--- config.mk ---
export PLATFORM = sky130hd
export DESIGN_NAME = pend_req_watchdog
export DESIGN_NICKNAME = d
export VERILOG_FILES = /design/src/rtl/wdg_pkg.sv /design/src/rtl/wdg_slot_table.sv /design/src/rtl/wdg_expiry_scan.sv /design/src/rtl/wdg_check_timer.sv /design/src/rtl/pend_req_watchdog.sv
export SDC_FILE = /design/constraint.sdc
export NUM_CORES = 1
export LEC_CHECK = 0
export BUFFER_PORTS_ARGS = -buffer_cell sky130_fd_sc_hd__buf_2
export CELL_PAD_IN_SITES_DETAIL_PLACEMENT = 1
export CELL_PAD_IN_SITES_GLOBAL_PLACEMENT = 2
export CORE_MARGIN = 2
export CORE_UTILIZATION = 34
export CTS_CLUSTER_SIZE = 16
export DETAILED_ROUTE_END_ITERATION = 8
export PLACE_DENSITY_LB_ADDON = 0.1
export SKIP_LAST_GASP = 1
export SLEW_MARGIN = 20
export SYNTH_ARGS = -nofsm -noshare
export SYNTH_HDL_FRONTEND = slang
export SYNTH_SLANG_ARGS = --single-unit
--- constraint.sdc ---
create_clock -name clk -period 3.6 [get_ports clk]
set_input_delay 0.72 -clock clk [delete_from_list [all_inputs] [get_ports clk]]
set_output_delay 0.72 -clock clk [all_outputs]
set_load 0.005 [all_outputs]
--- src/rtl/wdg_pkg.sv ---
// Shared definitions for the deadlock watchdog.
// Assumes nothing beyond the elaboration parameters of the top module.
package wdg_pkg;

    // Request class; the encoding equals the alloc_wr / free_wr / dl_wr bit.
    typedef enum logic {
        REQ_RD = 1'b0,
        REQ_WR = 1'b1
    } req_cls_e;

    // Width of an index into n slots, never below one bit.
    function automatic int idx_width(input int n);
        return (n > 1) ? $clog2(n) : 1;
    endfunction

endpackage

--- src/rtl/wdg_slot_table.sv ---
// Slot table for one request class: an occupancy bit and an issue timestamp
// per slot. Assumes at most one allocate and one free per cycle; when both
// name the same slot the allocate wins. Also exports the occupancy the table
// will hold after this edge, which the check timer uses to decide on restart.
module wdg_slot_table #(
    parameter int NUM_SLOTS = 4,
    parameter int TS_W      = 8,
    parameter int IDX_W     = 2
) (
    input  logic                               clk,
    input  logic                               rst_n,
    input  logic [TS_W-1:0]                    cycle_cnt,
    input  logic                               alloc_en,
    input  logic [IDX_W-1:0]                   alloc_idx,
    input  logic                               free_en,
    input  logic [IDX_W-1:0]                   free_idx,
    output logic [NUM_SLOTS-1:0]               occ_o,
    output logic [NUM_SLOTS-1:0][TS_W-1:0]     ts_o,
    output logic [NUM_SLOTS-1:0]               occ_nxt_o
);

    logic [NUM_SLOTS-1:0]           occ_q;
    logic [NUM_SLOTS-1:0][TS_W-1:0] ts_q;

    for (genvar i = 0; i < NUM_SLOTS; i++) begin : g_slot
        logic hit_alloc;
        logic hit_free;

        // Decode which strobe addresses this slot.
        always_comb begin
            hit_alloc = alloc_en && (alloc_idx == IDX_W'(i));
            hit_free  = free_en  && (free_idx  == IDX_W'(i));
        end

        // Next occupancy: allocate has priority over free.
        always_comb begin
            if (hit_alloc) begin
                occ_nxt_o[i] = 1'b1;
            end else if (hit_free) begin
                occ_nxt_o[i] = 1'b0;
            end else begin
                occ_nxt_o[i] = occ_q[i];
            end
        end

        // Register occupancy and capture the issue time on allocate.
        always_ff @(posedge clk) begin
            if (!rst_n) begin
                occ_q[i] <= 1'b0;
                ts_q[i]  <= '0;
            end else begin
                occ_q[i] <= occ_nxt_o[i];
                if (hit_alloc) begin
                    ts_q[i] <= cycle_cnt;
                end
            end
        end
    end

    assign occ_o = occ_q;
    assign ts_o  = ts_q;

endmodule

--- src/rtl/wdg_expiry_scan.sv ---
// Parallel age check for one class. Every slot computes its wrap-safe
// unsigned age against the cycle counter; the lowest-indexed expired slot
// is reported. Assumes THRESH is below 2**TS_W so the compare is meaningful.
module wdg_expiry_scan #(
    parameter int NUM_SLOTS = 4,
    parameter int TS_W      = 8,
    parameter int IDX_W     = 2,
    parameter int THRESH    = 6
) (
    input  logic [NUM_SLOTS-1:0]           occ_i,
    input  logic [NUM_SLOTS-1:0][TS_W-1:0] ts_i,
    input  logic [TS_W-1:0]                cycle_cnt,
    output logic                           hit_o,
    output logic [IDX_W-1:0]               hit_idx_o
);

    localparam logic [TS_W-1:0] LIMIT = TS_W'(THRESH);

    logic [NUM_SLOTS-1:0] expired;

    for (genvar i = 0; i < NUM_SLOTS; i++) begin : g_age
        logic [TS_W-1:0] age;

        // Modular subtraction keeps the age correct across counter wrap.
        always_comb begin
            age        = cycle_cnt - ts_i[i];
            expired[i] = occ_i[i] && (age >= LIMIT);
        end
    end

    // Pick the lowest expired index by scanning downward.
    always_comb begin
        hit_o     = |expired;
        hit_idx_o = '0;
        for (int i = NUM_SLOTS - 1; i >= 0; i--) begin
            if (expired[i]) begin
                hit_idx_o = IDX_W'(i);
            end
        end
    end

endmodule

--- src/rtl/wdg_check_timer.sv ---
// Countdown that schedules periodic checks. start_i arms an idle timer;
// in the check cycle keep_i decides whether to run another period or go idle.
// Assumes THRESH >= 1; a THRESH of 1 checks on every cycle while armed.
module wdg_check_timer #(
    parameter int THRESH = 6
) (
    input  logic clk,
    input  logic rst_n,
    input  logic start_i,
    input  logic keep_i,
    output logic chk_o,
    output logic armed_o
);

    localparam int TW = (THRESH > 1) ? $clog2(THRESH) : 1;
    localparam logic [TW-1:0] RELOAD = TW'(THRESH - 1);

    logic          armed_q;
    logic [TW-1:0] left_q;

    // A check happens when the armed count has run out.
    always_comb begin
        chk_o   = armed_q && (left_q == '0);
        armed_o = armed_q;
    end

    // Arm, count down, and restart or idle after each check.
    always_ff @(posedge clk) begin
        if (!rst_n) begin
            armed_q <= 1'b0;
            left_q  <= '0;
        end else if (chk_o) begin
            armed_q <= keep_i;
            left_q  <= keep_i ? RELOAD : '0;
        end else if (armed_q) begin
            left_q  <= left_q - 1'b1;
        end else if (start_i) begin
            armed_q <= 1'b1;
            left_q  <= RELOAD;
        end
    end

endmodule

--- src/rtl/pend_req_watchdog.sv ---
// Deadlock watchdog over a read-class and a write-class slot table.
// Keeps one issue timestamp per slot, runs a parallel age check every
// THRESH cycles while requests remain, and latches sticky deadlock and
// count-mismatch flags. Assumes NUM_SLOTS >= 1, 1 <= THRESH < 2**TS_W, and
// that the caller's cycle_cnt advances by one each clock.
module pend_req_watchdog
    import wdg_pkg::*;
#(
    parameter int NUM_SLOTS = 4,
    parameter int TS_W      = 8,
    parameter int THRESH    = 6,
    localparam int IDX_W    = idx_width(NUM_SLOTS),
    localparam int CNT_W    = $clog2(2 * NUM_SLOTS + 1)
) (
    input  logic             clk,
    input  logic             rst_n,
    input  logic [TS_W-1:0]  cycle_cnt,
    input  logic             drain,
    input  logic             alloc_vld,
    input  logic             alloc_wr,
    input  logic [IDX_W-1:0] alloc_idx,
    input  logic             free_vld,
    input  logic             free_wr,
    input  logic [IDX_W-1:0] free_idx,
    input  logic [CNT_W-1:0] pend_cnt,
    output logic             chk_now,
    output logic             dl_flag,
    output logic             dl_wr,
    output logic [IDX_W-1:0] dl_idx,
    output logic             cons_err
);

    localparam int NCLS = 2;

    logic [NCLS-1:0]                          cls_alloc;
    logic [NCLS-1:0]                          cls_free;
    logic [NCLS-1:0][NUM_SLOTS-1:0]           occ;
    logic [NCLS-1:0][NUM_SLOTS-1:0]           occ_nxt;
    logic [NCLS-1:0][NUM_SLOTS-1:0][TS_W-1:0] ts;
    logic [NCLS-1:0]                          cls_hit;
    logic [NCLS-1:0][IDX_W-1:0]               cls_idx;

    logic             any_occ;
    logic             any_next;
    logic             armed;
    logic [CNT_W-1:0] occ_cnt;
    logic             dl_flag_q;
    logic             dl_wr_q;
    logic [IDX_W-1:0] dl_idx_q;
    logic             cons_err_q;
    logic             pick_hit;
    logic             pick_wr;
    logic [IDX_W-1:0] pick_idx;

    for (genvar c = 0; c < NCLS; c++) begin : g_cls
        // Route the strobes to the table of the matching class.
        always_comb begin
            cls_alloc[c] = alloc_vld && (alloc_wr == req_cls_e'(c));
            cls_free[c]  = free_vld  && (free_wr  == req_cls_e'(c));
        end

        wdg_slot_table #(
            .NUM_SLOTS (NUM_SLOTS),
            .TS_W      (TS_W),
            .IDX_W     (IDX_W)
        ) u_table (
            .clk       (clk),
            .rst_n     (rst_n),
            .cycle_cnt (cycle_cnt),
            .alloc_en  (cls_alloc[c]),
            .alloc_idx (alloc_idx),
            .free_en   (cls_free[c]),
            .free_idx  (free_idx),
            .occ_o     (occ[c]),
            .ts_o      (ts[c]),
            .occ_nxt_o (occ_nxt[c])
        );

        wdg_expiry_scan #(
            .NUM_SLOTS (NUM_SLOTS),
            .TS_W      (TS_W),
            .IDX_W     (IDX_W),
            .THRESH    (THRESH)
        ) u_scan (
            .occ_i     (occ[c]),
            .ts_i      (ts[c]),
            .cycle_cnt (cycle_cnt),
            .hit_o     (cls_hit[c]),
            .hit_idx_o (cls_idx[c])
        );
    end

    // Occupancy summaries: now, after this edge, and the population count.
    always_comb begin
        any_occ  = |occ;
        any_next = |occ_nxt;
        occ_cnt  = '0;
        for (int c = 0; c < NCLS; c++) begin
            for (int i = 0; i < NUM_SLOTS; i++) begin
                occ_cnt = occ_cnt + CNT_W'(occ[c][i]);
            end
        end
    end

    wdg_check_timer #(
        .THRESH  (THRESH)
    ) u_timer (
        .clk     (clk),
        .rst_n   (rst_n),
        .start_i (alloc_vld && !drain),
        .keep_i  (any_next),
        .chk_o   (chk_now),
        .armed_o (armed)
    );

    // Read class wins over write class when both hold an expired slot.
    always_comb begin
        pick_hit = |cls_hit;
        pick_wr  = !cls_hit[REQ_RD];
        pick_idx = cls_hit[REQ_RD] ? cls_idx[REQ_RD] : cls_idx[REQ_WR];
    end

    // Latch the first deadlock report and hold it until reset.
    always_ff @(posedge clk) begin
        if (!rst_n) begin
            dl_flag_q <= 1'b0;
            dl_wr_q   <= 1'b0;
            dl_idx_q  <= '0;
        end else if (chk_now && pick_hit && !dl_flag_q) begin
            dl_flag_q <= 1'b1;
            dl_wr_q   <= pick_wr;
            dl_idx_q  <= pick_idx;
        end
    end

    // Latch a mismatch between the caller's count and the table.
    always_ff @(posedge clk) begin
        if (!rst_n) begin
            cons_err_q <= 1'b0;
        end else if (chk_now && (occ_cnt != pend_cnt)) begin
            cons_err_q <= 1'b1;
        end
    end

    assign dl_flag  = dl_flag_q;
    assign dl_wr    = dl_wr_q;
    assign dl_idx   = dl_idx_q;
    assign cons_err = cons_err_q;

endmodule


==> summary.md <==
| Metric | Value |
|---|---|
| Initial DRC count | `176` |
| Total negative slack | `0 ns` |
| Port-buffer cells | `28` |
| Clock sink count | `81` |
| Min Hold Slack | `0.4641 ns` |
| Area of the multi-input gates | `0.004327 sq mm` |
| Die Wd | `140.8 microns` |
| Total setup buffers inserted after CTS | `0` |
| RSZ-0062 raised after global routing | `no` |
| Endpoints failing setup | `0` |
| Worst Setup End Kind | `flop` |
| Clk_lat worst skew | `0.35 ns` |
| WS Path Type | `flop to flop` |
| Drt total wl | `19590 microns` |
| Post-CTS resize count | `0` |
| Sequential cell area | `0.001622 sq mm` |
| Io pins | `29` |
| Yosys Warn Count | `0` |
| Die area | `0.01983 sq mm` |
| RD Place Congestion | `0.8639` |
| Minimum clock period | `3.379 ns` |
| Root Driver | `clkbuf_16` |
| Core area | `0.01852 sq mm` |
| Peak supply drop | `0.0002185 V` |
| Row Count | `50` |
| Synth Flop Type | `dfxtp_1` |
| Yosys top cell by area | `dfxtp_1` |
| Outcome | `completed` |
| Layout cell share with drive strength beyond 1 | `9.551%` |
| Mapped Cells | `822` |
| Register area share after synthesis | `25.48%` |
| Slew Limit Fails | `0` |
| CTS clk-pin slew, worst paths | `0.07 ns` |
| Max-cap violation count | `0` |
| Synth Register Bits | `81` |
| Drt drc | `0` |
| Mapped Nets | `926` |
| Top cells by area, synth | `dfxtp_1 (25%), ha_1 (14%), nand2_1 (9.8%)` |
| Global-route usage over all layers | `20.33%` |
| Mean Syn Cell Area | `7.742 sq um` |
| Initial Utilization | `34.36%` |
| Synthesized cell area | `0.006364 sq mm` |
| CP max FO | `3` |
| Drt wl/cell | `17.76 microns` |
| Grt total ovfl | `0` |
| Placed instance area | `0.006937 sq mm` |
| Pwr per Cell Area | `332.7 mW/mm^2` |
| Final clock period utilization by the worst path | `93.85%` |
| Rel. slew slack | `39.88%` |
| CP arrival | `3.62 ns` |
| CTS tree | `yes` |
| Post-synth cell types | `71` |
| Slew @ Worst Pin | `0.8984 ns` |
| Fin Clk Skew | `0.008422 ns` |
| Area Overhead vs Synth | `13.57%` |
| N_diodes | `0` |
| Async SR Flop Fraction | `0%` |
| Vias in the first global route | `6139` |
| # fillers | `2289` |
| Max Freq | `296.0 MHz` |
| Total CTS buffers | `9` |
| CP required | `3.84 ns` |
| Min-Delay Path Class | `flop to flop` |
| Largest net degree at the start of global routing | `58` |
| Leakage | `2.745 nW` |
| Vias per inst | `5.306` |
| Hold buffers post-CTS | `0` |
| DP HPWL | `14990 microns` |
| Die height | `140.8 microns` |
| 1st-pass router iterations | `5` |
| H-tree depth reported by CTS | `3` |
| Longest Clk Path Bufs | `2` |
| Nets | `968` |
| Routed Antenna Nets | `0` |
| Startpoint types | `flop` |
| Final Cell Area | `0.007227 sq mm` |
| Initial antenna violation count | `0` |
| Final hold violations | `0` |
| EDFF count, synth | `0` |
| Top-area cell type share of the netlist area | `25.48%` |
| Via count | `5852` |
| Power, Total | `0.002404 W` |
| First-pass GRT wire length | `31750 microns` |
[stage by stage]
stage	setup slack (ns)	utilization (%)	std cells
6_report	0.2213	39.03	1103
5_1_grt	0.07412	39.03	1103
4_1_cts	0.1937	39.03	1103
3_5_place_dp	-0.06350	37.46	1087
3_3_place_gp	0.1243	37.46	1087
2_1_floorplan	0.1127	-	822
[registers in the layout, summed over array words and instances (netlist names)]
| signal | flops |
|---|---|
| g_cls.u_table.ts_o | 64 |
| cons_err | 1 |
| u_timer.left_q | 3 |
| u_timer.armed_o | 1 |
| dl_flag | 1 |
| dl_wr | 1 |
| g_cls.u_table.occ_o | 8 |
| dl_idx | 2 |
[path summary, 6_finish.rpt]
kind | start | depth (start not counted) | end | slack (ns)
min reg2reg | g_cls[0].u_table.ts_o[6]$_SDFFE_PN0P_ | 2 | g_cls[0].u_table.ts_o[6]$_SDFFE_PN0P_ | 0.46
max reg2reg | g_cls[0].u_table.occ_o[3]$_SDFF_PN0_ | 11 | cons_err$_SDFFE_PN0P_ | 0.22
min | g_cls[0].u_table.ts_o[6]$_SDFFE_PN0P_ | 2 | g_cls[0].u_table.ts_o[6]$_SDFFE_PN0P_ | 0.46
max | g_cls[0].u_table.occ_o[3]$_SDFF_PN0_ | 11 | cons_err$_SDFFE_PN0P_ | 0.22
[synth_stat cells (2+ instances only)]
| cell | count |
|---|---|
| o22ai_1 | 6 |
| o41a_1 | 3 |
| nand4_1 | 6 |
| a211o_1 | 3 |
| nor2b_1 | 25 |
| nor3_2 | 4 |
| o41ai_1 | 4 |
| a31oi_1 | 6 |
| clkbuf_1 | 12 |
| nor3_1 | 6 |
| o31a_1 | 4 |
| dfxtp_1 | 81 |
| nand2b_1 | 13 |
| o21bai_1 | 4 |
| a311oi_1 | 2 |
| o2111ai_1 | 7 |
| a21o_1 | 6 |
| mux2i_1 | 6 |
| inv_1 | 85 |
| and2_1 | 4 |
| xor2_1 | 20 |
| a211oi_1 | 4 |
| a221oi_1 | 2 |
| nor2_1 | 34 |
| a21boi_0 | 65 |
| buf_2 | 5 |
| o21a_1 | 7 |
| nand3b_1 | 4 |
| nand2_1 | 166 |
| nor3b_1 | 3 |
| nor4_1 | 2 |
| xnor2_1 | 10 |
| a21oi_1 | 45 |
| buf_1 | 6 |
| fa_1 | 12 |
| nand3_1 | 13 |
| ha_1 | 69 |
| o31ai_1 | 3 |
| o21ai_0 | 28 |
| o21ai_1 | 6 |
[cell usage in the layout (no fill, tap or decap), types with 7 or more instances in the layout]
master	n
inv_1	85
ha_1	69
a21boi_0	65
o21ai_0	28
nor2b_1	25
xnor2_1	10
xor2_1	20
dfxtp_1	81
buf_4	23
a21oi_1	45
fa_1	12
o21a_1	7
o2111ai_1	7
nand2b_1	13
clkbuf_16	9
nand2_1	166
nor2_1	34
buf_2	28
nand3_1	13
[final cells by class]
cell class | count | share of cell area, %
Clock inverter | 5 | 0.5194
Clock buffer | 11 | 3.497
Sequential cell | 81 | 22.44
Tap cell | 234 | 4.051
Multi-Input combinational cell | 632 | 59.87
Inverter | 86 | 4.467
Timing Repair Buffer | 54 | 5.159
[critical path, cell delays in order, from the launching register on]
cell     delay (ns)
dfxtp_1        0.37
fa_1           0.50
inv_1          0.06
fa_1           0.51
fa_1           0.55
inv_1          0.05
ha_1           0.22
fa_1           0.38
xor2_1         0.18
o31ai_1        0.19
a31oi_1        0.11
o21a_1         0.18
[power by group]
group | switching (W) | total (W) | leakage [nW] | internal, W
clock network | 0.000410 | 0.000919 | 0.138 | 0.000508
registers | 0.0000172 | 0.000938 | 0.656 | 0.000920
logic | 0.000324 | 0.000548 | 1.95 | 0.000224
[routing by layer]
metal	up-vias	routed length (microns)	GRT usage [%]
met2	70	9370	35.33
met1	2871	9227	26.44
met4	0	224	6.789
met5	-	0	0
met3	14	769	2.072
li1	2897	-	-
[kinds of logic after synthesis]
kind of cell	count (synthesis)	synth area share, %
XOR/XNOR	30	4.129
flip-flops	81	25.48
AO/OA/AOI/OAI	227	24.87
AND/OR/NAND/NOR	287	20.53
multiplexers	7	1.121
buffers and inverters	109	6.528
adder cells (fa/ha/maj)	81	17.34
Power figures use the tool's default switching activity.
